File: config.mk
export PLATFORM = sky130hd
export DESIGN_NAME = pinctl_apb
export DESIGN_NICKNAME = d
export VERILOG_FILES = /design/src/rtl/pinctl_pkg.sv /design/src/rtl/pinctl_sync.sv /design/src/rtl/pinctl_detect.sv /design/src/rtl/pinctl_apb.sv
export SDC_FILE = /design/constraint.sdc
export NUM_CORES = 1
export LEC_CHECK = 0
export BUFFER_PORTS_ARGS = -buffer_cell sky130_fd_sc_hd__buf_2
export CORE_ASPECT_RATIO = 1.25
export CORE_MARGIN = 8
export CORE_UTILIZATION = 45
export CTS_CLUSTER_DIAMETER = 60
export DETAILED_ROUTE_END_ITERATION = 10
export PLACE_DENSITY = 0.77
export SYNTH_ARGS = -nofsm -noshare
export SYNTH_HDL_FRONTEND = slang
export SYNTH_SLANG_ARGS = --single-unit
export TNS_END_PERCENT = 50
File: constraint.sdc
create_clock -name pclk -period 2.5 [get_ports pclk]
set_input_delay 0.125 -clock pclk [delete_from_list [all_inputs] [get_ports pclk]]
set_output_delay 0.125 -clock pclk [all_outputs]
set_load 0.02 [all_outputs]
File: src/rtl/pinctl_pkg.sv
package pinctl_pkg;
  localparam int PINS = 8;

  typedef enum logic [7:0] {
    CW_DIR   = 8'h00,
    CW_SENSE = 8'h01,
    CW_BOTH  = 8'h02,
    CW_EVENT = 8'h03,
    CW_IE    = 8'h04,
    CW_RAW   = 8'h05,
    CW_MIS   = 8'h06,
    CW_CLR   = 8'h07,
    CW_MODE  = 8'h08
  } ctrl_word_e;
endpackage

File: src/rtl/pinctl_sync.sv
module pinctl_sync #(
  parameter int W = 8
) (
  input  logic         clk,
  input  logic         rst_n,
  input  logic [W-1:0] d_async,
  output logic [W-1:0] q_sync
);
  logic [W-1:0] meta_q;

  always_ff @(posedge clk or negedge rst_n) begin
    if (!rst_n) begin
      meta_q <= '0;
      q_sync <= '0;
    end else begin
      meta_q <= d_async;
      q_sync <= meta_q;
    end
  end
endmodule

File: src/rtl/pinctl_detect.sv
module pinctl_detect #(
  parameter int W = 8
) (
  input  logic         clk,
  input  logic         rst_n,
  input  logic [W-1:0] lvl_in,
  input  logic [W-1:0] sense,
  input  logic [W-1:0] both,
  input  logic [W-1:0] evt,
  input  logic         clr_we,
  input  logic [W-1:0] clr_bits,
  output logic [W-1:0] raw
);
  logic [W-1:0] prev_q;
  logic [W-1:0] edge_q, edge_d;
  logic [W-1:0] rise, fall, hit, lvl_hit, clr_mask;

  always_comb begin
    rise     = lvl_in & ~prev_q;
    fall     = ~lvl_in & prev_q;
    hit      = ~sense & ((both & (rise | fall)) |
                         (~both & ((evt & rise) | (~evt & fall))));
    clr_mask = clr_we ? clr_bits : '0;
    edge_d   = ~sense & ((edge_q & ~clr_mask) | hit);
    lvl_hit  = ~(lvl_in ^ evt);
    raw      = (sense & lvl_hit) | (~sense & edge_q);
  end

  always_ff @(posedge clk or negedge rst_n) begin
    if (!rst_n) begin
      prev_q <= '0;
      edge_q <= '0;
    end else begin
      prev_q <= lvl_in;
      edge_q <= edge_d;
    end
  end
endmodule

File: src/rtl/pinctl_apb.sv
module pinctl_apb
  import pinctl_pkg::*;
#(
  parameter int ADDR_W = 12
) (
  input  logic              pclk,
  input  logic              presetn,
  input  logic              psel,
  input  logic              penable,
  input  logic              pwrite,
  input  logic [ADDR_W-1:0] paddr,
  input  logic [PINS-1:0]   pwdata,
  output logic [PINS-1:0]   prdata,
  input  logic [PINS-1:0]   pin_in,
  input  logic [PINS-1:0]   alt_out,
  input  logic [PINS-1:0]   alt_oe,
  output logic [PINS-1:0]   pad_out,
  output logic [PINS-1:0]   pad_oe,
  output logic              irq
);
  localparam int WIN_W = ADDR_W - 10;

  logic [WIN_W-1:0] win;
  logic [7:0]       word;
  logic             aligned, data_sel, ctrl_sel, wr_en, clr_we;

  logic [PINS-1:0] data_q, dir_q, sense_q, both_q, evt_q, ie_q, mode_q;
  logic [PINS-1:0] data_d, dir_d, sense_d, both_d, evt_d, ie_d, mode_d;
  logic [PINS-1:0] pin_s, raw, pin_view;

  assign win      = paddr[ADDR_W-1:10];
  assign word     = paddr[9:2];
  assign aligned  = (paddr[1:0] == 2'b00);
  assign data_sel = aligned && (win == '0);
  assign ctrl_sel = aligned && (win == WIN_W'(1));
  assign wr_en    = psel && penable && pwrite;
  assign clr_we   = wr_en && ctrl_sel && (word == CW_CLR);

  pinctl_sync #(.W(PINS)) sync_i (
    .clk(pclk), .rst_n(presetn), .d_async(pin_in), .q_sync(pin_s)
  );

  pinctl_detect #(.W(PINS)) det_i (
    .clk(pclk), .rst_n(presetn), .lvl_in(pin_s), .sense(sense_q),
    .both(both_q), .evt(evt_q), .clr_we(clr_we), .clr_bits(pwdata),
    .raw(raw)
  );

  // next state of the software registers
  always_comb begin
    data_d  = data_q;
    dir_d   = dir_q;
    sense_d = sense_q;
    both_d  = both_q;
    evt_d   = evt_q;
    ie_d    = ie_q;
    mode_d  = mode_q;
    if (data_sel) begin
      data_d = (data_q & ~word) | (pwdata & word);
    end else if (ctrl_sel) begin
      case (word)
        CW_DIR:   dir_d   = pwdata;
        CW_SENSE: sense_d = pwdata;
        CW_BOTH:  both_d  = pwdata;
        CW_EVENT: evt_d   = pwdata;
        CW_IE:    ie_d    = pwdata;
        CW_MODE:  mode_d  = pwdata;
        default:  ;
      endcase
    end
  end

  always_ff @(posedge pclk or negedge presetn) begin
    if (!presetn) begin
      data_q  <= '0;
      dir_q   <= '0;
      sense_q <= '0;
      both_q  <= '0;
      evt_q   <= '0;
      ie_q    <= '0;
      mode_q  <= '0;
    end else if (wr_en) begin
      data_q  <= data_d;
      dir_q   <= dir_d;
      sense_q <= sense_d;
      both_q  <= both_d;
      evt_q   <= evt_d;
      ie_q    <= ie_d;
      mode_q  <= mode_d;
    end
  end

  assign pin_view = (dir_q & data_q) | (~dir_q & pin_s);

  always_comb begin
    prdata = '0;
    if (data_sel) begin
      prdata = pin_view & word;
    end else if (ctrl_sel) begin
      case (word)
        CW_DIR:   prdata = dir_q;
        CW_SENSE: prdata = sense_q;
        CW_BOTH:  prdata = both_q;
        CW_EVENT: prdata = evt_q;
        CW_IE:    prdata = ie_q;
        CW_RAW:   prdata = raw;
        CW_MIS:   prdata = raw & ie_q;
        CW_MODE:  prdata = mode_q;
        default:  prdata = '0;
      endcase
    end
  end

  assign pad_out = (mode_q & alt_out) | (~mode_q & data_q);
  assign pad_oe  = (mode_q & alt_oe)  | (~mode_q & dir_q);
  assign irq     = |(raw & ie_q);
endmodule

=== After elaboration in Yosys (flattened, before gate mapping) ===
Index checks and enable logic that the tools add are counted.

* Equality and inequality tests: 9
* Mux-type cells: 4
* Bitwise gates (word level): 42
* Reductions and logical operators: 17

{| class="wikitable"
|+ Operators with widths
! cell !! count
|-
| 8-bit AND || 21
|-
| 8-bit inverter || 10
|-
| 8-bit bitwise OR || 9
|-
| 8-bit one-hot mux with 8 select lines || 1
|-
| 8-bit by 3-bit equality test with 1-bit output (second input constant) || 4
|-
| 8-bit two-way mux || 3
|-
| 4-bit AND reduction || 6
|-
| 8-bit by 2-bit equality test with 1-bit output (second input constant) || 2
|-
| 8-bit by 1-bit equality test with 1-bit output (second input constant) || 1
|-
| 8-bit by 4-bit equality test with 1-bit output (second input constant) || 1
|-
| 8-bit zero test || 1
|-
| 8-bit OR reduction || 1
|-
| 8-bit bitwise XOR || 1
|-
| 1-bit logical AND || 6
|-
| 2-bit zero test || 2
|-
| 2-bit by 1-bit equality test with 1-bit output (second input constant) || 1
|-
| 2-bit AND reduction || 1
|-
| 1-bit inverter || 1
|}

* Register bits after elaboration: 88
* Input bits: 49
* Output and inout bits: 25
* Word-level logic and storage cells: 83

=== Logic depth before layout (Yosys ltp) ===
* Depth in word-level cells: 9
* Depth in mapped cells: 7
* Gate-level depth less buffers: 5

=== Cells and area by module ===
A second synthesis with hierarchy kept.

* Cells, all modules: 384
* Area total of the unflattened synthesis: 4,747.1 um^2

{| class="wikitable"
|+ By module, submodules not included
! module !! times used !! cells an instance !! area each (um^2) !! seq. area each (um^2)
|-
| pinctl_apb || 1 || 255 || 3,230.6 || 1,401.3
|-
| pinctl_detect || 1 || 113 || 1,116.1 || 400.4
|-
| pinctl_sync || 1 || 16 || 400.4 || 400.4
|}

=== Worst setup path before layout ===
No wires, ideal clock.

* Kind: input to register
* Start: input paddr[1]
* End: register dir_q[3]
* Setup time: 0.128 ns
* Arrival time: 1.956 ns
* Required time: 2.372 ns
* Path slack: 0.417 ns
* Stages: 6
* Path buffers: 1
* Path through: or3_1 -> buf_6 -> or3b_4 -> nor4_4 -> nand2_4 -> mux2_1

* Longest elaborated chain between the ends: 4
* Elaborated cells between the ends (all ways): 5
* Classes of those cells: bitwise: 1; reduce/logical: 4

{| class="wikitable"
|+ RTL lines
! element !! RTL line !! source
|-
| start, declared || pinctl_apb.sv:11 || <nowiki>input logic [ADDR_W-1:0] paddr,</nowiki>
|-
| 2-bit zero test (*) || pinctl_apb.sv:33 || <nowiki>assign aligned = (paddr[1:0] == 2'b00);</nowiki>
|-
| 1-bit logical AND || pinctl_apb.sv:34 || <nowiki>assign data_sel = aligned && (win == '0);</nowiki>
|-
| 1-bit inverter (no source line) || -- ||
|-
| 4-bit AND reduction (no source line) (*) || -- ||
|-
| end signal, assigned || pinctl_apb.sv:84 || <nowiki>dir_q <= dir_d;</nowiki>
|-
| end, declared || pinctl_apb.sv:27 || <nowiki>logic [PINS-1:0] data_q, dir_q, sense_q, both_q, evt_q, ie_q, mode_q;</nowiki>
|}

Mark *: on every way between the ends. The rest lies on a longest branch, timed or not.
A chain may end at the register's enable or synchronous reset.

=== Worst setup path after layout ===
* Start: register evt_q[6]
* End: output prdata[6]

* Longest elaborated chain between the ends: 8

{| class="wikitable"
|+ RTL lines
! element !! RTL line !! source
|-
| start, declared || pinctl_apb.sv:27 ||
|-
| start signal, assigned || pinctl_apb.sv:87 || <nowiki>evt_q <= evt_d;</nowiki>
|-
| 8-bit bitwise XOR || pinctl_detect.sv:25 || <nowiki>lvl_hit = ~(lvl_in ^ evt);</nowiki>
|-
| 8-bit inverter || pinctl_detect.sv:25 ||
|-
| 8-bit AND || pinctl_detect.sv:26 || <nowiki>raw = (sense & lvl_hit) | (~sense & edge_q);</nowiki>
|-
| 8-bit bitwise OR || pinctl_detect.sv:26 ||
|-
| 8-bit AND || pinctl_apb.sv:107 || <nowiki>CW_MIS: prdata = raw & ie_q;</nowiki>
|-
| 8-bit one-hot mux with 8 select lines (*) || pinctl_apb.sv:100 || <nowiki>case (word)</nowiki>
|-
| 8-bit two-way mux (*) || pinctl_apb.sv:99 || <nowiki>end else if (ctrl_sel) begin</nowiki>
|-
| 8-bit two-way mux (*) || pinctl_apb.sv:97 || <nowiki>if (data_sel) begin</nowiki>
|-
| end, declared || pinctl_apb.sv:13 || <nowiki>output logic [PINS-1:0] prdata,</nowiki>
|}

Marked as above.

==> flow_metrics.tcl <==
set metrics [dict create \
    gp_congestion 0.8997 \
    nets 579 \
    ys_warn_count 0 \
    antenna_found_initial 0 \
    endpoint_kind "primary output" \
    cts.sinks 88 \
    overflow 0 \
    p_leak_nw 2.854 \
    powerDensity_nw_per_um2 554.3 \
    wl_per_cell_um 19.28 \
    regArea_um2 2202 \
    pre_cts_slack_ns 0.2502 \
    crit_path_max_fanout 4 \
    vias 3730 \
    ir_worst_vdd_mv 0.2969 \
    clk_latency_ns 0.34 \
    layout_commonest_cell "dfrtp_1" \
    status "completed" \
    design_area_um2 5829 \
    ys_seq_area_share_pct 45.67 \
    cts_tree "built" \
    syn-num-nets 484 \
    root_buffer "clkbuf_16" \
    drt-initial-drc-count 257 \
    tightest_slew_ns 0.8743 \
    clockBufferDepth 2 \
    num_rows 42 \
    multi_input_area_um2 2435 \
    ys_ff_latch 88 \
    switchingPower_uw 773.6 \
    viasPerCell 5.721 \
    worst_setup_path_start_kind "flop" \
    syn2layout_area_growth_pct 20.89 \
    track_usage_pct 18.03 \
    initial_core_util_pct 45.88 \
    internal_power_mw 2.458 \
    worstPathArrival_ns 2.12 \
    crit_slowest_cell "mux4_2" \
    period_minus_slack_ns 2.250 \
    pwr-share-seq_pct 45.8 \
    cp.required_ns 2.38 \
    cp_cell_sequence "mux4_2 -> nor2b_1 -> a41oi_1 -> o221ai_1 -> a32o_1 -> buf_2" \
    critPathBufInv 1 \
    maxCapViolations 0 \
    core_um2 10510 \
    power_frac_comb_pct 8.6 \
    drc 0 \
    synth.top_cell.area_share_pct 45.67 \
    fmaxAchievable_mhz 444.5 \
    ios 74 \
    drt_first_pass_iters 5 \
    rsz0062_at_grt "no" \
    die_h_um 131.7 \
    mostFrequentLayoutCells "dfrtp_1 (88), mux2_2 (72), buf_2 (72), o21ai_0 (34), nand2_1 (33)" \
    setup_violations 0 \
    max_slew_margin_pct 41.60 \
    finalCritPeriodShare_pct 89.99 \
    port_buffers 73 \
    critPathKind "reg -> out" \
    synth_cells 419 \
    postRouteAntennaNets 0 \
    synth_area_um2 4822 \
    nFillCells 916 \
    cts_made_buffers 9 \
    clkTransAtPathRegs_ns 0.07 \
    p_sw_share_pct 23.94 \
    setup_ws_ns 0.2503 \
    grt_pass1_wl_um 20240 \
    synth_area_leaders "dfrtp_1 (46%), mux2_2 (17%), ha_1 (4.2%)" \
    yosys.area.top_type "dfrtp_1" \
    layout-drive-gt1-share_pct 39.69 \
    hpwlAfterDp_um 9083 \
    async_reset_ff_share_pct 100.0 \
    grt_start_max_net_pins 47 \
    hold_class "in -> reg" \
    tns_ns 0 \
    max_stage_delay_ns 0.49 \
    timing.final.hold_violations 0 \
    die_area_um2 14310 \
    skew_ns 0.004664 \
    synth_cell_type_count 51 \
    postPlaceCellArea_um2 5408 \
    ctsHtreeMaxLevel 3 \
    ys.flop_type "dfrtp_1" \
    synth-edff-count 0 \
    die_w_um 108.6 \
    syn_area_per_cell_um2 11.51 \
    first_global_vias 3954 \
    routed_wl_um 12570 \
    cp_top_family "compound AO/OA/AOI/OAI gates" \
    cts_resized 0 \
    slew_viol_final 0 \
    p_clk_share_pct 45.6 \
]
==> final timing paths <==
check | slack [ns] | startpoint | cells after the start | to
setup / recovery | 0.25 | evt_q[6] | 6 | prdata[6]
hold / removal | 0.1 | paddr[6] | 3 | flop
setup reg to reg | 1.17 | sync_i.q_sync[0] | 5 | det_i.edge_q[0]
hold reg to reg | 0.35 | sync_i.meta_q[0] | 0 | sync_i.q_sync[0]
max in group asynchronous | 1.54 | presetn | 3 | sync_i.q_sync[5]
min in group asynchronous | 0.31 | presetn | 2 | sync_i.meta_q[4]
==> power groups by stage <==
stage / registers, mW / clock network [mW] / logic (mW)
2_1_floorplan: 1.50 / 0 / 0.136
3_3_place_gp: 1.50 / 0 / 0.257
3_5_place_dp: 1.51 / 0 / 0.267
4_1_cts: 1.48 / 1.49 / 0.280
5_1_grt: 1.48 / 1.54 / 0.309
6_report: 1.48 / 1.47 / 0.278
==> worst register-to-register path, delay by kind of cell, from the launching register on <==
kind	cells	cell delay, ns
AO/OA/AOI/OAI	2	0.29
multiplexers	1	0.26
adder cells (fa/ha/maj)	1	0.17
flip-flops	1	0.40
buffers and inverters	1	0.09
==> stage by stage <==
step / total power, mW / std cells / hold slack, ns / utilization (%)
floorplan: 1.635 / 419 / -0.1706 / -
global placement: 1.761 / 626 / 0.1507 / 51.45
detailed placement: 1.773 / 626 / 0.1660 / 51.45
CTS: 3.253 / 651 / 0.09117 / 55.44
global route: 3.335 / 651 / 0.1222 / 55.44
finish: 3.231 / 652 / 0.09577 / 55.46
==> synth_stat cells, types with 4 or more instances <==
master	instances
nand2_4	4
inv_1	28
xnor2_1	8
nand2_1	33
mux2_4	12
a21oi_1	18
ha_1	16
o22ai_1	5
nor2b_1	8
o21ai_0	34
nand3b_1	4
clkbuf_1	7
dfrtp_1	88
mux2_2	72
mux2i_1	4
a22oi_1	8
nand3_1	10
==> cell type report <==
class,count,share of cell area [%]
Multi-Input combinational cell,289,41.77
Sequential cell,88,37.78
Timing Repair Buffer,98,10.13
Clock buffer,9,3.863
Tap cell,132,2.833
Inverter,28,1.803
Clock inverter,7,1.782
Antenna cell,1,0.04293
==> routing by layer <==
metal	wire length [um]	up-vias	global-route usage, %
met5	0	-	0
met4	406	0	9.001
met3	884	33	4.110
met2	6136	144	29.03
met1	5145	1847	21.92
li1	-	1706	-
==> what timing repair did <==
action | CTS | global route
buffers inserted | 0 | 0
hold endpoints to repair | 50 | 0
hold buffers | 9 | 0
setup endpoints to repair | 0 | 0
==> kinds of logic after synthesis <==
kind of cell             count (synthesis)  share of synthesized area, %
multiplexers                            93                         23.25
flip-flops                              88                         45.67
AO/OA/AOI/OAI                           87                         11.24
AND/OR/NAND/NOR                         85                         10.41
buffers and inverters                   42                         3.840
adder cells (fa/ha/maj)                 16                         4.151
XOR/XNOR                                 8                         1.453
Note: power is estimated with default switching activity, not from simulation.
